`src/rtl/link_pm_pkg.sv`:
```
package link_pm_pkg;
    typedef enum logic [1:0] {
        ST_IDLE,
        ST_WAKE_WAIT,
        ST_RST_HOLD,
        ST_RST_WAIT
    } lpm_state_e;

    localparam logic [3:0]  DET_ESTAB    = 4'h3;
    localparam logic [3:0]  DET_INIT     = 4'h1;
    localparam logic [3:0]  PWR_ACTIVE   = 4'h1;
    localparam logic [3:0]  PWR_PARTIAL  = 4'h2;
    localparam logic [3:0]  PWR_SLUMBER  = 4'h6;
    localparam logic [3:0]  IPM_LOCK     = 4'h3;
    localparam logic [31:0] ERR_DIAG_CLR = 32'h0401_0000;
endpackage

```
`src/rtl/link_decode.sv`:
```
module link_decode
    import link_pm_pkg::*;
(
    input  logic [3:0] det_i,
    input  logic [3:0] pwr_i,
    output logic       estab_o,
    output logic       active_o,
    output logic       low_o
);
    always_comb begin
        estab_o  = (det_i == DET_ESTAB);
        active_o = (pwr_i == PWR_ACTIVE);
        low_o    = (pwr_i == PWR_PARTIAL) || (pwr_i == PWR_SLUMBER);
    end
endmodule

```
`src/rtl/cycle_timer.sv`:
```
module cycle_timer #(
    parameter int W = 8
) (
    input  logic         clk_i,
    input  logic         rst_ni,
    input  logic         clr_i,
    input  logic [W-1:0] lim_i,
    output logic         done_o
);
    logic [W-1:0] cnt_q;

    always_ff @(posedge clk_i or negedge rst_ni) begin
        if (!rst_ni)    cnt_q <= '0;
        else if (clr_i) cnt_q <= '0;
        else            cnt_q <= cnt_q + W'(1);
    end

    assign done_o = (cnt_q == lim_i - W'(1));
endmodule

```
`src/rtl/link_pwr_mgr.sv`:
```
module link_pwr_mgr
    import link_pm_pkg::*;
#(
    parameter int CLK_KHZ = 125000,
    parameter int TMO_CYC = 250000
) (
    input  logic        clk_i,
    input  logic        rst_ni,
    input  logic [3:0]  link_det_i,
    input  logic [3:0]  link_pwr_i,
    input  logic        cmd_start_i,
    input  logic        conn_chg_i,
    input  logic        chk_req_i,
    input  logic        rst_req_i,
    input  logic        nopm_req_i,
    output logic        ready_o,
    output logic        busy_o,
    output logic        warn_o,
    output logic        tmo_o,
    output logic        wake_o,
    output logic [3:0]  ctrl_det_o,
    output logic [3:0]  ctrl_ipm_o,
    output logic [31:0] err_clr_o
);
    localparam int HOLD_CYC = CLK_KHZ;
    localparam int MAX_CYC  = (HOLD_CYC > TMO_CYC) ? HOLD_CYC : TMO_CYC;
    localparam int TW       = $clog2(MAX_CYC + 1);

    lpm_state_e state_q, state_nx;
    logic       estab, active, low, done, tclr;
    logic [TW-1:0] lim;

    link_decode dec_i (
        .det_i    (link_det_i),
        .pwr_i    (link_pwr_i),
        .estab_o  (estab),
        .active_o (active),
        .low_o    (low)
    );

    assign lim  = (state_q == ST_RST_HOLD) ? TW'(HOLD_CYC) : TW'(TMO_CYC);
    assign tclr = (state_q == ST_IDLE) || (state_q != state_nx);

    cycle_timer #(.W(TW)) tmr_i (
        .clk_i  (clk_i),
        .rst_ni (rst_ni),
        .clr_i  (tclr),
        .lim_i  (lim),
        .done_o (done)
    );

    // next-state logic
    always_comb begin
        state_nx = state_q;
        unique case (state_q)
            ST_IDLE: begin
                if (rst_req_i)             state_nx = ST_RST_HOLD;   // accept-reset
                else if (chk_req_i && low) state_nx = ST_WAKE_WAIT;  // accept-wake
            end
            ST_WAKE_WAIT: begin
                if ((estab && active) || done) state_nx = ST_IDLE;   // link-up / time-out
            end
            ST_RST_HOLD: begin
                if (done) state_nx = ST_RST_WAIT;                    // hold-done
            end
            ST_RST_WAIT: begin
                if (estab || done) state_nx = ST_IDLE;               // detect-back / time-out
            end
            default: state_nx = ST_IDLE;
        endcase
    end

    // state register
    always_ff @(posedge clk_i or negedge rst_ni) begin
        if (!rst_ni) state_q <= ST_IDLE;
        else         state_q <= state_nx;
    end

    // output registers
    always_ff @(posedge clk_i or negedge rst_ni) begin
        if (!rst_ni) begin
            ready_o    <= 1'b0;
            warn_o     <= 1'b0;
            tmo_o      <= 1'b0;
            wake_o     <= 1'b0;
            ctrl_det_o <= '0;
            ctrl_ipm_o <= '0;
            err_clr_o  <= '0;
        end else begin
            err_clr_o <= conn_chg_i ? ERR_DIAG_CLR : '0;
            unique case (state_q)
                ST_IDLE: begin
                    if (rst_req_i) begin
                        ctrl_det_o <= DET_INIT;
                        warn_o     <= cmd_start_i;
                        tmo_o      <= 1'b0;
                        ready_o    <= 1'b0;
                    end else if (chk_req_i) begin
                        warn_o  <= 1'b0;
                        tmo_o   <= 1'b0;
                        ready_o <= estab && active;
                        wake_o  <= low;
                    end else if (nopm_req_i) begin
                        ctrl_ipm_o <= ctrl_ipm_o | IPM_LOCK;
                    end
                end
                ST_WAKE_WAIT: begin
                    if (estab && active) begin
                        wake_o  <= 1'b0;
                        ready_o <= 1'b1;
                    end else if (done) begin
                        wake_o  <= 1'b0;
                        tmo_o   <= 1'b1;
                        ready_o <= 1'b0;
                    end
                end
                ST_RST_HOLD: begin
                    if (done) ctrl_det_o <= '0;
                end
                ST_RST_WAIT: begin
                    if (estab)     ready_o <= active;
                    else if (done) tmo_o   <= 1'b1;
                end
                default: ;
            endcase
        end
    end

    assign busy_o = (state_q != ST_IDLE);
endmodule

```
`config.mk`:
```
export PLATFORM = sky130hd
export DESIGN_NAME = link_pwr_mgr
export DESIGN_NICKNAME = d
export VERILOG_FILES = /design/src/rtl/link_pm_pkg.sv /design/src/rtl/link_decode.sv /design/src/rtl/cycle_timer.sv /design/src/rtl/link_pwr_mgr.sv
export SDC_FILE = /design/constraint.sdc
export NUM_CORES = 1
export LEC_CHECK = 0
export CAP_MARGIN = 5
export CELL_PAD_IN_SITES_DETAIL_PLACEMENT = 0
export CELL_PAD_IN_SITES_GLOBAL_PLACEMENT = 1
export CORE_ASPECT_RATIO = 1.1
export CORE_MARGIN = 10
export CORE_UTILIZATION = 36
export CTS_CLUSTER_DIAMETER = 40
export DETAILED_ROUTE_END_ITERATION = 8
export GPL_ROUTABILITY_DRIVEN = 0
export PLACE_DENSITY_LB_ADDON = 0.1
export SLEW_MARGIN = 20
export SYNTH_ARGS = -nofsm -noshare
export SYNTH_HDL_FRONTEND = slang
export SYNTH_HIERARCHICAL = 1
export SYNTH_SLANG_ARGS = --single-unit
```
`constraint.sdc`:
```
create_clock -name clk_i -period 5.45 [get_ports clk_i]
set_clock_uncertainty 0.1 [all_clocks]
set_input_delay 1.09 -clock clk_i [delete_from_list [all_inputs] [get_ports clk_i]]
set_output_delay 1.09 -clock clk_i [all_outputs]
set_load 0.005 [all_outputs]
```
### Word level (Yosys, flattened, before mapping)

Cells that the tools add are included.

* equality and inequality tests: 18
* bitwise operators: 2
* add/subtract/negate cells: 2
* muxes and demuxes: 29
* reductions and logical operators: 18

Operators with widths (number)
* $mux W18: 2
* $mux W27: 1
* $add A18 B1 Y18 const B: 1
* $eq A18 B18 Y1: 1
* $sub A18 B1 Y18 const B: 1
* $reduce_and A4 Y1: 4
* $mux W1: 14
* $ne A2 B2 Y1 const B: 7
* $mux W2: 5
* $eq A4 B2 Y1 const B: 2
* $mux W4: 2
* $pmux W2 S4: 1
* $pmux W4 S2: 1
* $reduce_bool A2 Y1: 4
* $ne A3 B3 Y1 const B: 2
* $pmux W1 S3: 2
* $eq A2 B2 Y1 const B: 2
* $eq A4 B1 Y1 const B: 1
* $eq A4 B3 Y1 const B: 1
* $logic_or A1 B1 Y1: 4
* $reduce_and A3 Y1: 1
* $reduce_bool A3 Y1: 1
* $eq A2 B1 Y1 const B: 1
* $logic_and A1 B1 Y1: 2
* other kinds (5): 6

* output and inout port bits: 45
* flip-flop bits (word level): 56
* logic and storage cells: 78
* input port bits: 15

### Longest topological paths before layout

Gate-level depths: netlist (run 1).

* depth after elaboration: 10
* mapped depth: 15
* gate-level depth less buffers: 12

### Hierarchy

The synthesis (run 1) kept the hierarchy.

By module, submodules not included
* cycle_timer: cells an instance 171, sequential area each 450.4 µm², times used 1, area each 1445.1 µm²
* link_pwr_mgr: cells an instance 88, sequential area each 225.2 µm², times used 1, area each 757.0 µm²
* link_decode: cells an instance 3, sequential area each 0.0 µm², times used 1, area each 40.0 µm²

### Worst setup path after synthesis (run 1)

Ideal clock, no wire load.

* path kind: reg2reg
* from: reg state_q[0]
* to: reg ready_o
* buffers on the path: 1
* period minus slack after synthesis: 3.950 ns
* data arrival time: 3.722 ns
* slack: 1.500 ns
* library setup time: 0.128 ns
* data required time: 5.222 ns
* cell stages (with the launch flop): 14
* path through: dfrtp_1 -> buf_4 -> inv_1 -> nand2_1 -> inv_1 -> or4b_4 -> or4_1 -> mux2_1 -> mux2i_1 -> o22ai_1 -> and4_1 -> nor2b_1 -> o32ai_1 -> mux2_1

* word-level cells in the longest chain between the ends: 6
* elaborated cells on any way between the ends: 13
* those cells by class: add/sub: 1; eq/ne: 7; mux: 2; reduce/logical: 3

Ends and longest elaborated chain
* start: declaration: line link_pwr_mgr.sv:29 `lpm_state_e state_q, state_nx;`
* start signal: assignment: line link_pwr_mgr.sv:76 `else state_q <= state_nx;`
* $eq A2 B2 Y1: line link_pwr_mgr.sv:41 `assign lim = (state_q == ST_RST_HOLD) ? TW'(HOLD_CYC) : TW'(TMO_CYC);`
* $mux W18: line link_pwr_mgr.sv:41
* named net lim[12]: line link_pwr_mgr.sv:31 `logic [TW-1:0] lim;`
* $sub A18 B1 Y18: line cycle_timer.sv:18 `assign done_o = (cnt_q == lim_i - W'(1));`
* $eq A18 B18 Y1: line cycle_timer.sv:18
* named net done: line link_pwr_mgr.sv:30 `logic estab, active, low, done, tclr;`
* $ne A3 B3 Y1 (no line)
* $reduce_and A4 Y1 (no line)
* end signal: assignment: line link_pwr_mgr.sv:101 `ready_o <= estab && active;`
* end signal: assignment: line link_pwr_mgr.sv:121 `if (estab) ready_o <= active;`
* end: declaration: line link_pwr_mgr.sv:16 `output logic ready_o,`

The timed path passes the listed nets, and every way through them passes these cells.
A chain may end at the register's enable or synchronous reset.

### Final worst setup path (run 1)

Ends and elaborated chain as after synthesis.

==> flow_metrics.env, run 1 <==
export IMPL_cts_max_level=1
export IMPL_rows=30
export IMPL_synth_area_top_cells="dfrtp_1, buf_4, xor2_1"
export IMPL_clkSinkCount=27
export IMPL_antenna_cells=0
export IMPL_fp_dieArea_um2=9790
export IMPL_startpoint="state_q[0]"
export IMPL_drcViolationCount=0
export IMPL_postCtsSetupRepairBufs=0
export IMPL_start_util_pct=36.6
export IMPL_cts_buffer_depth=2
export IMPL_antenna_left=0
export IMPL_seq_area_um2=676
export IMPL_crit_type="flop to flop"
export IMPL_ys_seq_elements=27
export IMPL_wirelength_um=4820
export IMPL_fin_util_pct=42.9
export IMPL_synth_top_area_share_pct=30.1
export IMPL_synth_avg_cell_area_um2=8.56
export IMPL_grt_total_usage_pct=9.64
export IMPL_drtIter0Drc=134
export IMPL_fill_cells=632
export IMPL_die_width_um=95.2
export IMPL_drv_cap=0
export IMPL_setup_viol=0
export IMPL_synth_edf_count=0
export IMPL_yosysWarnings=6
export IMPL_synthFlopType="dfrtp_1"
export IMPL_cts_clk_slew_worst_paths_ns=0.10
export IMPL_syn_area_um2=2240
export IMPL_antenna_found_initial=0
export IMPL_cp_start_kind="flop"
export IMPL_rrSetupSlack_ns=1.26
export IMPL_ys_seq_area_share_pct=30.1
export IMPL_status="finished, final reports clean"
export IMPL_worst_pin_slew_ns=0.621
export IMPL_reg2reg_depth=13
export IMPL_dp_cells=403
export IMPL_arrival_ns=4.25
export IMPL_worst_path_max_fanout=22
export IMPL_setup_worst_path_end="ready_o"
export IMPL_synth_cell_types=59
export IMPL_cts_resized=0
export IMPL_grt_first_pass_wirelength_um=7810
export IMPL_drt_first_pass_iters=4
export IMPL_worstReg2RegEnd="ready_o"
export IMPL_dp_worst_setup_slack_ns=1.30
export IMPL_grt_setup_unrepaired="no"
export IMPL_synthCells=262
export IMPL_async_flop_share_pct=100
export IMPL_numPortBuffers=24
export IMPL_grt_start_max_net_pins=28
export IMPL_yosysTopAreaCell="dfrtp_1"
export IMPL_p_leak_nw=1.14
export IMPL_clkLatencyLatePin_ns=0.27
export IMPL_maxSlewViolCount=0
export IMPL_worstHoldPathType="flop to flop"
export IMPL_wl_per_cell_um=11.8
export IMPL_timing_rr_start="state_q[0]"
export IMPL_period_share_pct=76.8
export IMPL_vias_per_cell=4.31
export IMPL_vias=1754
export IMPL_drive_gt1_share_pct=4.89
export IMPL_hold_viol_final=0
export IMPL_min_period_ns=4.19
export IMPL_fmax_mhz=239
export IMPL_vdd_drop_max_v=0.000159
export IMPL_multiInputGateArea_um2=1520
export IMPL_required_ns=5.52
export IMPL_post_dp_hpwl_um=3900
export IMPL_cts_tree="done"
export IMPL_finalWorstSetupSlack_ns=1.26
export IMPL_slew_limit_headroom_pct=58.5
export IMPL_cts_root_buf="clkbuf_8"
export IMPL_syn_to_final_growth_pct=17.1
export IMPL_grt_pass1_vias=1665
export IMPL_io_pins=60
export IMPL_fin_setup_tns_ns=0
export IMPL_layout_nets=345
export IMPL_gr_total_overflow=0
export IMPL_layout_cells_non_filler=407
export IMPL_numCtsBuffers=3
export IMPL_coreArea_um2=6120
export IMPL_hold_buffers=0
export IMPL_die_y_um=103
export IMPL_p_per_area_nw_per_um2=280
export IMPL_cp_end_kind="flop"
==> final cells by class <==
class,count,area share [%]
Multi-Input combinational cell,263,57.9
Sequential cell,27,25.7
Timing Repair Buffer,26,9.72
Tap cell,80,3.81
Clock buffer,3,1.57
Inverter,7,1.00
Clock inverter,1,0.286
==> placed cells by master (no fill, tap or decap), types with 3 or more instances in the layout <==
| cell | netlist | final |
|---|---|---|
| nor4_1 | 4 | 4 |
| xnor2_1 | 16 | 16 |
| nor2b_1 | 4 | 4 |
| xor2_1 | 17 | 17 |
| clkbuf_8 | 0 | 3 |
| nor2_1 | 27 | 27 |
| and3_1 | 3 | 3 |
| nor3_1 | 5 | 5 |
| nand4_1 | 4 | 4 |
| nand2b_1 | 3 | 3 |
| dfrtp_1 | 27 | 27 |
| or3_1 | 7 | 7 |
| o21ai_1 | 3 | 3 |
| nand3_1 | 14 | 14 |
| inv_1 | 7 | 7 |
| o21ai_0 | 9 | 9 |
| nand2_1 | 14 | 14 |
| a31oi_1 | 3 | 3 |
| conb_1 | 2 | 81 |
| clkdlybuf4s50_1 | 0 | 24 |
| a21oi_1 | 5 | 5 |
==> kinds of logic (layout without fill, tap and decap cells) <==
kind of cell / after synthesis / in the layout / share of synthesized area (%)
flops: 27 / 27 / 30.1
compound gates: 38 / 38 / 11.6
mux: 4 / 4 / 1.95
buf+inv: 51 / 37 / 15.3
xor+xnor: 33 / 33 / 12.9
other cells: 2 / 81 / 0.335
fa+ha+maj: 2 / 2 / 1.12
simple gates: 105 / 105 / 26.6
==> worst min path at each step <==
stage                        from  cells after the start  slack (ns)      end
final                     ready_o                      1        0.40  ready_o
after global routing      ready_o                      1        0.43  ready_o
after CTS                 ready_o                      1        0.41  ready_o
after detailed placement  ready_o                      1        0.38  ready_o
after global placement    ready_o                      1        0.38  ready_o
after floorplan           ready_o                      1        0.38  ready_o
==> cell usage after synthesis (all sizes together), types with 3 or more instances <==
master	instances
o21ai	12
nor4b	3
inv	7
xor2	17
nand2	14
a31oi	3
nor3	6
nand4	4
buf	42
nand2b	3
a21oi	5
nor4	4
dfrtp	27
xnor2	16
nor2	27
nand3	14
or3	8
and3	3
mux2	3
nor2b	4
==> flip-flops by register name (all words and copies together) (netlist names) <==
| register | cells |
|---|---|
| tmr_i/cnt_q | 18 |
| tmo_o | 1 |
| err_clr_o | 1 |
| ready_o | 1 |
| state_q | 2 |
| warn_o | 1 |
| ctrl_det_o | 1 |
| ctrl_ipm_o | 1 |
| wake_o | 1 |
==> metal layers <==
metal	wire (um)	track usage, %
met5	0	0
met4	28	2.07
met3	209	1.60
met2	2350	15.7
met1	2230	13.0
==> worst max-delay path, stage by stage, from the launching register on <==
cell and delay (ns):
dfrtp_1 0.53, inv_1 0.14, nand2_1 0.09, buf_4 0.21, inv_1 0.31, or4b_4 0.63
or4_1 0.61, mux2_1 0.34, mux2i_1 0.13, o22ai_1 0.09, and4_1 0.26, nor2b_1 0.19
o32ai_1 0.12, mux2_1 0.31
==> per-stage QoR <==
stage	cell area, um^2	hold WS [ns]	power [W]
finish	2630	0.399	0.000735
global route	2630	0.433	0.000803
CTS	2630	0.409	0.000742
detailed placement	2580	0.385	0.000625
global placement	2580	0.383	0.000626
floorplan	2540	0.383	0.000542
==> power by group <==
group | internal, W | total, W | switching [W]
clock network | 0.0000519 | 0.000115 | 0.0000630
logic | 0.000157 | 0.000345 | 0.000188
registers | 0.000232 | 0.000276 | 0.0000435
Note: power is estimated with default switching activity, not from simulation.
==> run 2: changes to the inputs <==
CORE_UTILIZATION = 32   (was 36)
clock period = 3.5 ns   (was 5.45 ns; I/O delays follow)
==> run 2 against run 1 <==
Non-clock buffer count rose by 19. Critical path depth did not move. Global-route usage fell by 0.21 points. First-iteration DRC count fell by 37%. Routed wire length rose by 12%. Sequential share of layout area fell by 1.7 points. Combinational power rose by 120%. Hold slack improved by 0.0032 ns. Clock power rose by 70%. Sequential cell count did not move. Critical endpoint is now state_q[0]. Largest cell class unchanged.
==> flow_metrics.env, run 2 (synthesis gave the netlist of run 1 again) <==
export IMPL_worstHoldPathType="flop to flop"
export IMPL_die_y_um=108
export IMPL_swShare_pct=39.1
export IMPL_crit_path_cell_trace="inv_1, nand2_4, clkinvlp_4, or4b_4, or4_4, mux2_1, mux2i_1, o22ai_1, and4_1, buf_4, or3b_1, nand3_1, o21a_1"
export IMPL_cp_start_kind="flop"
export IMPL_top_register="tmr_i/cnt_q"
export IMPL_worst_path_max_fanout=8
export IMPL_p_int_w=0.000824
export IMPL_setup_viol=0
export IMPL_io_pins=60
export IMPL_grt_total_usage_pct=9.42
export IMPL_layout_nets=364
export IMPL_hold_viol_final=0
export IMPL_grt_first_pass_wirelength_um=8600
export IMPL_fmax_mhz=296
export IMPL_cp_slowest_cell="or4b_4"
export IMPL_p_seq_share_pct=30.5
export IMPL_rows=31
export IMPL_cts_buffer_depth=2
export IMPL_numPortBuffers=24
export IMPL_min_period_ns=3.38
export IMPL_drv_cap=0
export IMPL_final_common_cell="conb_1"
export IMPL_start_util_pct=33.4
export IMPL_cp_end_kind="flop"
export IMPL_fp_dieArea_um2=10800
export IMPL_vias=1894
export IMPL_gr_total_overflow=0
export IMPL_mostFrequentLayoutCells="conb_1, nor2_1, dfrtp_1"
export IMPL_max_stage_delay_ns=0.56
export IMPL_seq_area_um2=676
export IMPL_clkSinkCount=27
export IMPL_wirelength_um=5390
export IMPL_grt_start_max_net_pins=28
export IMPL_drt_first_pass_iters=4
export IMPL_drcViolationCount=0
export IMPL_grt_pass1_vias=1801
export IMPL_power_w=0.00135
export IMPL_multiInputGateArea_um2=1550
export IMPL_antenna_found_initial=0
export IMPL_period_share_pct=96.7
export IMPL_cts_clk_slew_worst_paths_ns=0.10
export IMPL_reg2reg_depth=13
export IMPL_die_width_um=99.8
export IMPL_crit_type="flop to flop"
export IMPL_maxSlewViolCount=0
export IMPL_pwr_share_clk_pct=14.4
export IMPL_comb_power_share_pct=55.1
export IMPL_vias_per_cell=4.43
export IMPL_hold_depth=1
export IMPL_fill_cells=699
export IMPL_p_leak_nw=1.24
export IMPL_cts_tree="done"
export IMPL_status="finished, final reports clean"
export IMPL_coreArea_um2=6710
export IMPL_switchingPower_w=0.000528
export IMPL_arrival_ns=3.50
export IMPL_vdd_drop_max_v=0.000242
export IMPL_drive_gt1_share_pct=11.8
export IMPL_cts_max_level=1
export IMPL_reg_largest_list="tmr_i/cnt_q (18), state_q (2)"
export IMPL_drtIter0Drc=84
export IMPL_antenna_left=0
export IMPL_p_per_area_nw_per_um2=480
export IMPL_antenna_cells=0
export IMPL_cts_root_buf="clkbuf_8"
export IMPL_wl_per_cell_um=12.6
export IMPL_clkLatencyLatePin_ns=0.28
export IMPL_largest_reg_flops=18
export IMPL_post_dp_hpwl_um=4280
export IMPL_numCtsBuffers=3
export IMPL_required_ns=3.62
export IMPL_fin_setup_tns_ns=0
export IMPL_syn_to_final_growth_pct=25.6
## run 2: final cells by class
class / count / area share [%]
multi-input cells: 263 / 55.0
clock buffers: 3 / 1.47
inverters: 7 / 1.07
flip-flops and latches: 27 / 24.0
clock inverters: 1 / 0.311
well taps: 82 / 3.64
repair buffers: 45 / 14.6
## run 2: through the flow
step / instance area [um^2] / utilization [%] / setup WS [ns] / cells / hold WS [ns]
final: 2820 / 42.0 / 0.117 / 428 / 0.402
after detailed placement: 2700 / 40.3 / 0.0535 / 418 / 0.385
after global routing: 2820 / 42.0 / -0.00272 / 428 / 0.438
after CTS: 2750 / 41.0 / 0.0289 / 422 / 0.408
after floorplan: 2550 / - / 0.0409 / 341 / 0.304
after global placement: 2700 / 40.3 / 0.138 / 418 / 0.374
## run 2: path summary, 6_finish.rpt
kind / slack, ns / to / from
min reg2reg: 0.40 / ctrl_ipm_o[0] / ctrl_ipm_o[0]
max in group asynchronous: 2.34 / tmr_i/cnt_q[17] / rst_ni
max: 0.12 / state_q[0] / state_q[0]
max reg2reg: 0.12 / state_q[0] / state_q[0]
min in group asynchronous: 0.69 / tmr_i/cnt_q[11] / rst_ni
min: 0.40 / ctrl_ipm_o[0] / ctrl_ipm_o[0]
## run 2: timing repair
item	CTS	global route
hold buffers	0	0
resized for setup	0	3
endpoints found under the hold margin	0	0
buffers inserted	0	6
setup endpoints to repair	0	7
## run 2: metal layers
layer,up-vias,wire (um),GRT usage [%]
li1,968,-,-
met1,896,2510,11.9
met2,28,2630,15.6
met3,2,229,2.63
met4,0,22,1.74
met5,-,0,0
## run 2: power by group through the flow
stage          combinational [W]  sequential [W]  clock [W]
2_1_floorplan           0.000449        0.000410          0
4_1_cts                 0.000676        0.000413   0.000200
3_3_place_gp            0.000677        0.000419          0
3_5_place_dp            0.000673        0.000420          0
5_1_grt                 0.000815        0.000422   0.000215
6_report                0.000745        0.000413   0.000195
## run 2: worst max-delay path, delay by kind of cell (launching register included)
kind	cells	cell delay, ns
muxes	2	0.46
buffers and inverters	3	0.37
and+or+nand+nor	6	1.84
DFF	1	0.36
AOI/OAI and AO/OA	2	0.20
==> run 3: changes to the inputs <==
ABC_AREA = 1   (was default)
CORE_UTILIZATION = 31   (was 32)
==> run 3 against run 2 <==
Sequential share of layout area decreased by 0.94 points. Fmax grew 5.4%. Final area rose by 4.3%. Routed wire length increased by 12%. Clock power down 5%. Non-clock buffer count shrank 14. Register-to-register slack improved by 0.17 ns. Hold slack worse by 0.0087 ns. Clock-buffer cell count did not move. Sequential cell count did not move. First-iteration DRC count shrank 39%. Cell count rose by 27%. Critical endpoint is now tmr_i/cnt_q[8]. Largest power group unchanged. Highest routed layer unchanged.
==> flow_metrics.env, run 3 <==
export IMPL_grt_first_pass_wirelength_um=10200
export IMPL_hold_viol_final=0
export IMPL_fill_cells=890
export IMPL_synth_edf_count=0
export IMPL_ys_seq_area_share_pct=27.4
export IMPL_min_period_ns=3.21
export IMPL_grt_pass1_vias=2175
export IMPL_clkLatencyLatePin_ns=0.28
export IMPL_antenna_left=0
export IMPL_drt_first_pass_iters=4
export IMPL_synth_area_top_cells="dfrtp_1, nand2_1, buf_4"
export IMPL_synth_common_cells="nand2_1, nor2_1, inv_1"
export IMPL_arrival_ns=3.28
export IMPL_post_dp_hpwl_um=5070
export IMPL_vias=2231
export IMPL_vdd_drop_max_v=0.000315
export IMPL_crit_type="flop to flop"
export IMPL_multiInputGateArea_um2=1590
export IMPL_die_width_um=105
export IMPL_worst_path_max_fanout=7
export IMPL_required_ns=3.57
export IMPL_cp_slowest_cell="dfrtp_1"
export IMPL_dp_cells=537
export IMPL_fin_hold_ws_ns=0.394
export IMPL_cts_clk_slew_worst_paths_ns=0.10
export IMPL_top_layer_used="met4"
export IMPL_rows=34
export IMPL_wl_met2_um=2990
export IMPL_cts_root_buf="clkbuf_8"
export IMPL_top_register="tmr_i/cnt_q"
export IMPL_min_from="ctrl_det_o[0]"
export IMPL_drtIter0Drc=51
export IMPL_path_buf_inv=7
export IMPL_cp_top_family="buffers and inverters"
export IMPL_p_leak_nw=1.41
export IMPL_dr_wl_met3_um=310
export IMPL_crit_path_cell_trace="inv_2, nor2_4, clkinvlp_4, buf_4, buf_4, xor2_1, inv_1, nand2_1, a21oi_1, nand3_1, nor2_4, nor2_1, nand2_1, nand2_1, nor2_2, nand2_2, nand2_1, nand2_1, inv_1, buf_4, nor3_1"
export IMPL_startpoint="state_q[1]"
export IMPL_wirelength_um=6040
export IMPL_die_y_um=114
export IMPL_synth_top_area_share_pct=27.4
export IMPL_max_stage_delay_ns=0.39
export IMPL_p_per_area_nw_per_um2=472
export IMPL_final_common_cell="nand2_1"
export IMPL_timing_rr_start="state_q[1]"
export IMPL_cp_end_kind="flop"
export IMPL_ys_seq_elements=27
export IMPL_gr_total_overflow=0
export IMPL_drcViolationCount=0
export IMPL_status="finished, final reports clean"
export IMPL_synth_avg_cell_area_um2=6.53
export IMPL_grt_total_usage_pct=10.3
export IMPL_numCtsBuffers=3
export IMPL_seq_area_um2=677
export IMPL_vias_per_cell=4.10
export IMPL_largest_reg_flops=18
export IMPL_mostFrequentLayoutCells="nand2_1, conb_1, nor2_1"
export IMPL_numPortBuffers=24
export IMPL_cts_buffer_depth=2
export IMPL_setup_viol=0
export IMPL_wl_per_cell_um=11.1
export IMPL_period_share_pct=91.7
export IMPL_layout_cells_non_filler=544
export IMPL_fmax_mhz=312
export IMPL_yosysMostFrequentCell="nand2_1"
export IMPL_antenna_found_initial=0
export IMPL_coreArea_um2=7830
export IMPL_layout_nets=454
export IMPL_drv_cap=0
export IMPL_cp_common_cell="nand2_1"
export IMPL_cts_max_level=1
export IMPL_grt_start_max_net_pins=28
export IMPL_yosysTopAreaCell="dfrtp_1"
export IMPL_cp_start_kind="flop"
export IMPL_synthCells=377
export IMPL_async_flop_share_pct=100
export IMPL_fp_dieArea_um2=11900
export IMPL_antenna_cells=0
export IMPL_maxSlewViolCount=0
export IMPL_cts_tree="done"
export IMPL_yosysWarnings=6
export IMPL_worstHoldPathType="flop to flop"
export IMPL_reg_largest_list="tmr_i/cnt_q (18), state_q (2)"
export IMPL_hold_buffers=0
export IMPL_clkSinkCount=27
export IMPL_syn_area_um2=2460
export IMPL_synth_cell_types=31
export IMPL_io_pins=60
export IMPL_start_util_pct=31.5
export IMPL_met1Wirelength_um=2660
export IMPL_drive_gt1_share_pct=12.4
export IMPL_syn_to_final_growth_pct=19.2
export IMPL_synthFlopType="dfrtp_1"
## run 3: changes by cell type in the layout (fill, tap and decap cells not counted), moves of 5 or more
cell,delta
xnor2_1,-11
buf_4,-14
inv_2,+6
xor2_1,-5
inv_1,+31
nand2_1,+82
nand3_2,+5
nand3_1,+8
nor2_2,+9
nor2_1,+23
conb_1,-17
or3_1,-7
nand2_2,+6
nor2_4,+7
## run 3: report_power, final
part	leakage, nW	internal (W)	switching, W
logic	1.03	0.000327	0.000482
registers	0.357	0.000351	0.0000390
clock network	0.0255	0.0000801	0.000106
## run 3: stage by stage
stage          area (um^2)  worst slack (ns)  total power [W]  setup TNS (ns)  utilization, %
2_1_floorplan         2700             0.245         0.000912               0               -
3_3_place_gp          2840            0.0655          0.00116               0            36.2
3_5_place_dp          2840            0.0251          0.00115               0            36.2
4_1_cts               2880           0.00543          0.00134               0            36.8
5_1_grt               2940           -0.0204          0.00154         -0.0364            37.5
6_report              2940             0.291          0.00139               0            37.5
## run 3: worst paths after layout
check / slack (ns) / end / depth (start not counted)
hold reg to reg: 0.39 / ctrl_det_o[0] / 2
setup reg to reg: 0.29 / tmr_i/cnt_q[8] / 21
min in group asynchronous: 0.69 / tmr_i/cnt_q[17] / 2
max in group asynchronous: 2.31 / state_q[0] / 2
hold / removal: 0.39 / ctrl_det_o[0] / 2
setup / recovery: 0.29 / tmr_i/cnt_q[8] / 21
## run 3: layout make-up
class                   instances  area share, %
flip-flops and latches         27           23.1
inverters                      47           6.22
clock inverters                 1          0.170
well taps                     108           4.60
clock buffers                   3           1.41
repair buffers                 31           10.4
multi-input cells             327           54.2
## run 3: kinds of logic after synthesis
logic type	after synthesis	synth area share [%]
xor gates and xnor gates	17	6.04
adders and majority gates	2	1.02
and+or+nand+nor	216	40.5
AOI/OAI and AO/OA	28	6.09
buffers and inverters	85	18.6
DFF	27	27.4
other	2	0.305
## run 3: layer usage
layer | up-vias | GRT usage, %
met5 | - | 0
li1 | 1185 | -
met2 | 43 | 18.5
met4 | 0 | 3.48
met1 | 998 | 11.8
met3 | 5 | 2.09
## run 3: worst min-delay path: stages (launching register included)
cell and delay [ns]:
dfrtp_1 0.36, nand2_1 0.06, nand2_1 0.05
## run 3: repair_timing
item | in CTS | in global routing
setup endpoints to repair | 0 | 15
buffers inserted | 0 | 3
endpoints found under the hold margin | 0 | 0
resized for setup | 0 | 10
